File: config.mk
export PLATFORM = sky130hd
export DESIGN_NAME = mbox_status
export DESIGN_NICKNAME = d
export VERILOG_FILES = /design/src/rtl/mbox_status.sv
export SDC_FILE = /design/constraint.sdc
export NUM_CORES = 1
export LEC_CHECK = 0
export ABC_CLOCK_PERIOD_IN_PS = 1600
export BUFFER_PORTS_ARGS = -buffer_cell sky130_fd_sc_hd__buf_2
export CAP_MARGIN = 5
export CORE_UTILIZATION = 50
export CTS_CLUSTER_DIAMETER = 100
export DETAILED_ROUTE_END_ITERATION = 10
export PLACE_DENSITY_LB_ADDON = 0.1
export REMOVE_ABC_BUFFERS = 1
export SKIP_CTS_REPAIR_TIMING = 1
export SLEW_MARGIN = 20
export SYNTH_ARGS = -nofsm -noshare
export SYNTH_HDL_FRONTEND = slang
export SYNTH_SLANG_ARGS = --single-unit
File: constraint.sdc
create_clock -name clk -period 1.6 [get_ports clk]
set_input_delay 0.16 -clock clk [delete_from_list [all_inputs] [get_ports clk]]
set_output_delay 0.16 -clock clk [all_outputs]
set_load 0.05 [all_outputs]
File: src/rtl/mbox_status.sv
module mbox_status #(
  parameter int BYTE_W = 8,
  parameter int STAT_W = 16
) (
  input  logic                clk,
  input  logic                rst_n,
  input  logic                dsp_rd,
  input  logic                dsp_wr,
  input  logic [1:0]          dsp_sel,
  input  logic [3*BYTE_W-1:0] dsp_wdata,
  output logic [3*BYTE_W-1:0] dsp_rdata,
  input  logic                dsp_ack_cmd,
  input  logic                host_rd,
  input  logic                host_wr,
  input  logic [1:0]          host_sel,
  input  logic [BYTE_W-1:0]   host_wdata,
  output logic [BYTE_W-1:0]   host_rdata,
  input  logic                host_init,
  input  logic [1:0]          host_flags,
  output logic                host_rxf,
  output logic                rx_irq,
  output logic                cmd_irq
);
  localparam int WORD_W = 3 * BYTE_W;

  logic [WORD_W-1:0] hold, rx_word, tx_word, host_word;
  logic rxdf, htde, hc, rie, pend, go;

  wire lo_wr   = host_wr && host_sel == 2'd0;
  wire cmd_wr  = host_wr && host_sel == 2'd3;
  wire rx_rd   = dsp_rd && dsp_sel == 2'd1;
  wire tx_wr   = dsp_wr && dsp_sel == 2'd2;
  wire ctl_wr  = dsp_wr && dsp_sel == 2'd3;
  wire hlo_rd  = host_rd && host_sel == 2'd0;
  wire in_move = pend && !rxdf;
  wire out_mv  = go && !host_rxf;

  always_ff @(posedge clk) begin
    if (!rst_n) begin
      hold <= '0; rx_word <= '0; tx_word <= '0; host_word <= '0;
      rxdf <= 1'b0; htde <= 1'b1; hc <= 1'b0; rie <= 1'b0;
      pend <= 1'b0; go <= 1'b0; host_rxf <= 1'b0;
    end else begin
      if (host_wr && host_sel != 2'd3)
        hold[host_sel*BYTE_W +: BYTE_W] <= host_wdata;
      if (in_move) rx_word <= hold;
      if (lo_wr) pend <= 1'b1;
      else if (in_move) pend <= 1'b0;
      if (in_move) rxdf <= 1'b1;
      else if (rx_rd) rxdf <= 1'b0;

      if (tx_wr) tx_word <= dsp_wdata;
      if (out_mv) host_word <= tx_word;
      if (out_mv) host_rxf <= 1'b1;
      else if (hlo_rd) host_rxf <= 1'b0;

      if (host_init) begin
        htde <= 1'b1; go <= 1'b0;
      end else if (tx_wr) begin
        htde <= 1'b0; go <= 1'b1;
      end else if (out_mv) begin
        htde <= 1'b1; go <= 1'b0;
      end

      if (dsp_ack_cmd) hc <= 1'b0;
      else if (cmd_wr) hc <= host_wdata[0];

      if (ctl_wr) rie <= dsp_wdata[0];
    end
  end

  wire [STAT_W-1:0] status = {{(STAT_W-5){1'b0}}, host_flags, hc, htde, rxdf};

  always_comb begin
    case (dsp_sel)
      2'd0:    dsp_rdata = {{(WORD_W-STAT_W){1'b0}}, status};
      2'd1:    dsp_rdata = rx_word;
      2'd3:    dsp_rdata = {{(WORD_W-1){1'b0}}, rie};
      default: dsp_rdata = '0;
    endcase
    case (host_sel)
      2'd3:    host_rdata = {{(BYTE_W-1){1'b0}}, hc};
      default: host_rdata = host_word[host_sel*BYTE_W +: BYTE_W];
    endcase
  end

  assign rx_irq  = rie && rxdf;
  assign cmd_irq = hc;

  assert_in_move_R3: assert property (@(posedge clk) disable iff (!rst_n)
    (pend && !rxdf) |=> (rxdf && rx_word == $past(hold)));
  assert_rd_clears_R4: assert property (@(posedge clk) disable iff (!rst_n)
    (rx_rd && !in_move) |=> !rxdf);
  assert_tx_wr_R6: assert property (@(posedge clk) disable iff (!rst_n)
    (tx_wr && !host_init) |=> !htde);
  assert_release_R7: assert property (@(posedge clk) disable iff (!rst_n)
    (go && !host_rxf && !host_init && !tx_wr) |=> (htde && host_rxf));
  assert_init_R8: assert property (@(posedge clk) disable iff (!rst_n)
    host_init |=> htde);
  assert_ack_R9: assert property (@(posedge clk) disable iff (!rst_n)
    dsp_ack_cmd |=> !cmd_irq);
  assert_withdraw_R10: assert property (@(posedge clk) disable iff (!rst_n)
    (cmd_wr && !host_wdata[0]) |=> !cmd_irq);
endmodule

==> impl_metrics.yaml <==
clock_network:
  numCtsBuffers: 9
  tritoncts: "done"
  root_buffer: "clkbuf_8"
  cts_max_path_buffers: 2
  clkSinkCount: 103
  htree_levels: 3
  insertion_delay_ns: 0.36
  path_clk_slew_ns: 0.10
critical_path:
  crit_path_start_kind: "flop"
  arrival_ns: 1.49
  critPathLaunch: "host_word[0]$_SDFFE_PN0P_"
  crit_fanout: 2
  max_stage_delay_ns: 0.33
  cp_cell_sequence: "mux2_4 > a221oi_4 > a21oi_2 > buf_6"
  r2r_slack_ns: 0.39
  worstSetupPathType: "flop to output pin"
  critical_path.endpoint: "host_rdata[0]"
  timing.rr.end: "host_word[9]$_SDFFE_PN0P_"
  r2r-start: "host_rxf$_SDFFE_PN0P_"
  r2r_cells: 4
  cp.required_ns: 1.44
  crit_slowest_cell: "dfxtp_2"
  critPathCaptureType: "output pin"
timing:
  finalClockSkew_ns: 0.0122
  hold_viol_final: 0
  finalCritPeriodShare_pct: 103
  final.setup.worst_slack_ns: -0.0499
  slew_violations: 0
  rsz0062_at_grt: "true"
  max_freq_mhz: 606
  max_slew.worst_pin.slew_ns: 0.459
  period_minus_slack_ns: 1.65
  setup_viol: 1
  slew_headroom_pct: 69.4
detailed_routing:
  via_per_inst: 5.20
  wl_per_cell_um: 13.3
  met1Wirelength_um: 4270
  dr_wl_met2_um: 4650
  top_layer_used: "met4"
  drt_pass1_iterations: 6
  drc: 0
  route.vias.total: 3650
  wl_met3_um: 337
  wirelength_um: 9370
  antenna_left: 0
  drtIter0Drc: 116
floorplan:
  initial_core_util_pct: 51.7
  rows: 34
  io_pins: 81
  die_area_mm2: 0.00941
  die_height_um: 97.0
  dieWidth_um: 97.0
  core_area_mm2: 0.00872
synthesis:
  syn_avg_cell_area_um2: 8.72
  synth_seq_cells: 103
  syn_inst: 517
  synth.cell_area_mm2: 0.00451
  synth.area.top_cells: "dfxtp_1 (46%), nand2_1 (14%), a21boi_0 (6.8%), a21boi_2 (5.0%), a21boi_1 (3.3%)"
  synth_flop_cell: "dfxtp_1"
  synth_edf_count: 0
  synth_top_area_share_pct: 45.7
  ys_warn_count: 0
  seq_area_frac_synth_pct: 45.7
  ys_types: 39
  synthArstFlopShare_pct: 0
  yosysTopAreaCell: "dfxtp_1"
place:
  io_buffers: 80
  dpl.hpwl_um: 6180
  dp_cells: 683
  gp_congestion: 0.719
final_layout:
  final_cell_mix: "nand2_1 (174), dfxtp_1 (101), buf_2 (75)"
  final_layout_size_suffix_gt1_share_pct: 26.1
  final_common_cell: "nand2_1"
  syn_to_final_growth_pct: 16.7
  layoutNonFillerInstCount: 702
  fin_nets: 640
  final_util_pct: 60.4
  antenna_cells: 0
run:
  cap_violations: 0
power_and_ir_drop:
  irDropWorstVdd_mv: 0.443
  switching_share_pct: 23.3
  p_comb_share_pct: 7.9
  p_sw_mw: 1.14
  intPower_mw: 3.74
  power_frac_clock_pct: 38.6
  p_leak_nw: 2.05
  power_frac_seq_pct: 53.4
  p_per_area_mw_per_mm2: 927
grt:
  grt_max_degree: 112
  grt_pass1_wl_um: 15600
  antenna_found_initial: 0
  grt_pass1_vias: 3496
  gr-total-overflow: 0
  grt_usage_pct: 20.0
outcome:
  failed_checks: "negative setup slack"
  outcome: "finished, violations left"
worst_hold_path:
  hold_path.class: "primary input to flop"
  hold_path_depth: 3
==> power by group through the flow <==
stage	registers, mW	clock network [mW]	logic (mW)
2_1_floorplan	2.67	0	0.181
3_3_place_gp	2.67	0	0.369
3_5_place_dp	2.67	0	0.375
4_1_cts	2.61	1.93	0.377
5_1_grt	2.61	2.02	0.421
6_report	2.61	1.89	0.387
==> flip-flops by register name, indices dropped and copies added (netlist names) <==
register	cells
cmd_irq	1
go	1
hold	24
host_rxf	1
host_word	24
htde	1
pend	1
rie	1
rx_word	24
rxdf	1
tx_word	24
==> synth_stat cells (5+ instances only) <==
library cell,number
and2_1,20
nand2_1,174
nor2b_1,6
mux2_2,8
a21boi_1,20
buf_2,14
a21boi_0,41
ha_1,5
nor2_1,11
o22ai_1,16
mux2i_1,7
a22oi_1,8
nand3_1,10
buf_4,9
clkbuf_1,11
dfxtp_1,103
a21boi_2,20
==> worst min-delay path by stage <==
stage | start | end | slack, ns
final | dsp_wdata[3] | tx_word[3]$_SDFFE_PN0P_ | 0.03
after global routing | dsp_wdata[9] | tx_word[9]$_SDFFE_PN0P_ | 0.01
after CTS | dsp_ack_cmd | cmd_irq$_SDFFE_PP0P_ | -0.05
after detailed placement | dsp_ack_cmd | cmd_irq$_SDFFE_PP0P_ | 0.34
after global placement | dsp_ack_cmd | cmd_irq$_SDFFE_PP0P_ | 0.34
after floorplan | dsp_ack_cmd | cmd_irq$_SDFFE_PP0P_ | 0.24
==> cells by family (layout without fill, tap and decap cells) <==
kind of cell | Yosys count | count (layout) | synth area share (%)
and+or+nand+nor | 239 | 239 | 23.8
muxes | 15 | 15 | 3.55
buffers and inverters | 42 | 119 | 5.80
DFF | 103 | 103 | 45.7
AOI/OAI and AO/OA | 113 | 113 | 19.8
adders and majority gates | 5 | 5 | 1.39
==> routing by layer <==
metal  GRT usage (%)  vias up
met1            24.6     1715
met3            3.47        8
met5               0        -
met2            35.3       82
met4            6.54        0
li1                -     1845
==> worst max-delay path, delay by kind of cell, from the launching register on <==
family,cells,cell delay [ns]
AO/OA/AOI/OAI,2,0.36
flip-flops,1,0.33
multiplexers,1,0.28
buffers and inverters,1,0.17
==> area by class of cell <==
type	instances	area [um^2]
tap	108	135
fill	810	3460
sequential	103	2060
multi-input combinational	372	2220
inverter	3	11.3
clock inverter	5	86.3
clock buffer	11	151
timing repair buffer	100	599
==> stage by stage <==
step / total power [mW] / TNS (ns) / hold WS (ns) / instance area [um^2] / setup slack, ns
detailed placement: 3.04 / 0 / 0.341 / 4950 / 0.00321
floorplan: 2.85 / -3.25 / 0.236 / 4260 / -0.129
global placement: 3.03 / 0 / 0.340 / 4950 / 0.0569
finish: 4.88 / -0.0499 / 0.0269 / 5270 / -0.0499
global route: 5.06 / -0.107 / 0.0134 / 5270 / -0.0926
CTS: 4.91 / -0.143 / -0.0544 / 5190 / -0.143
Note: power is estimated with default switching activity, not from simulation.
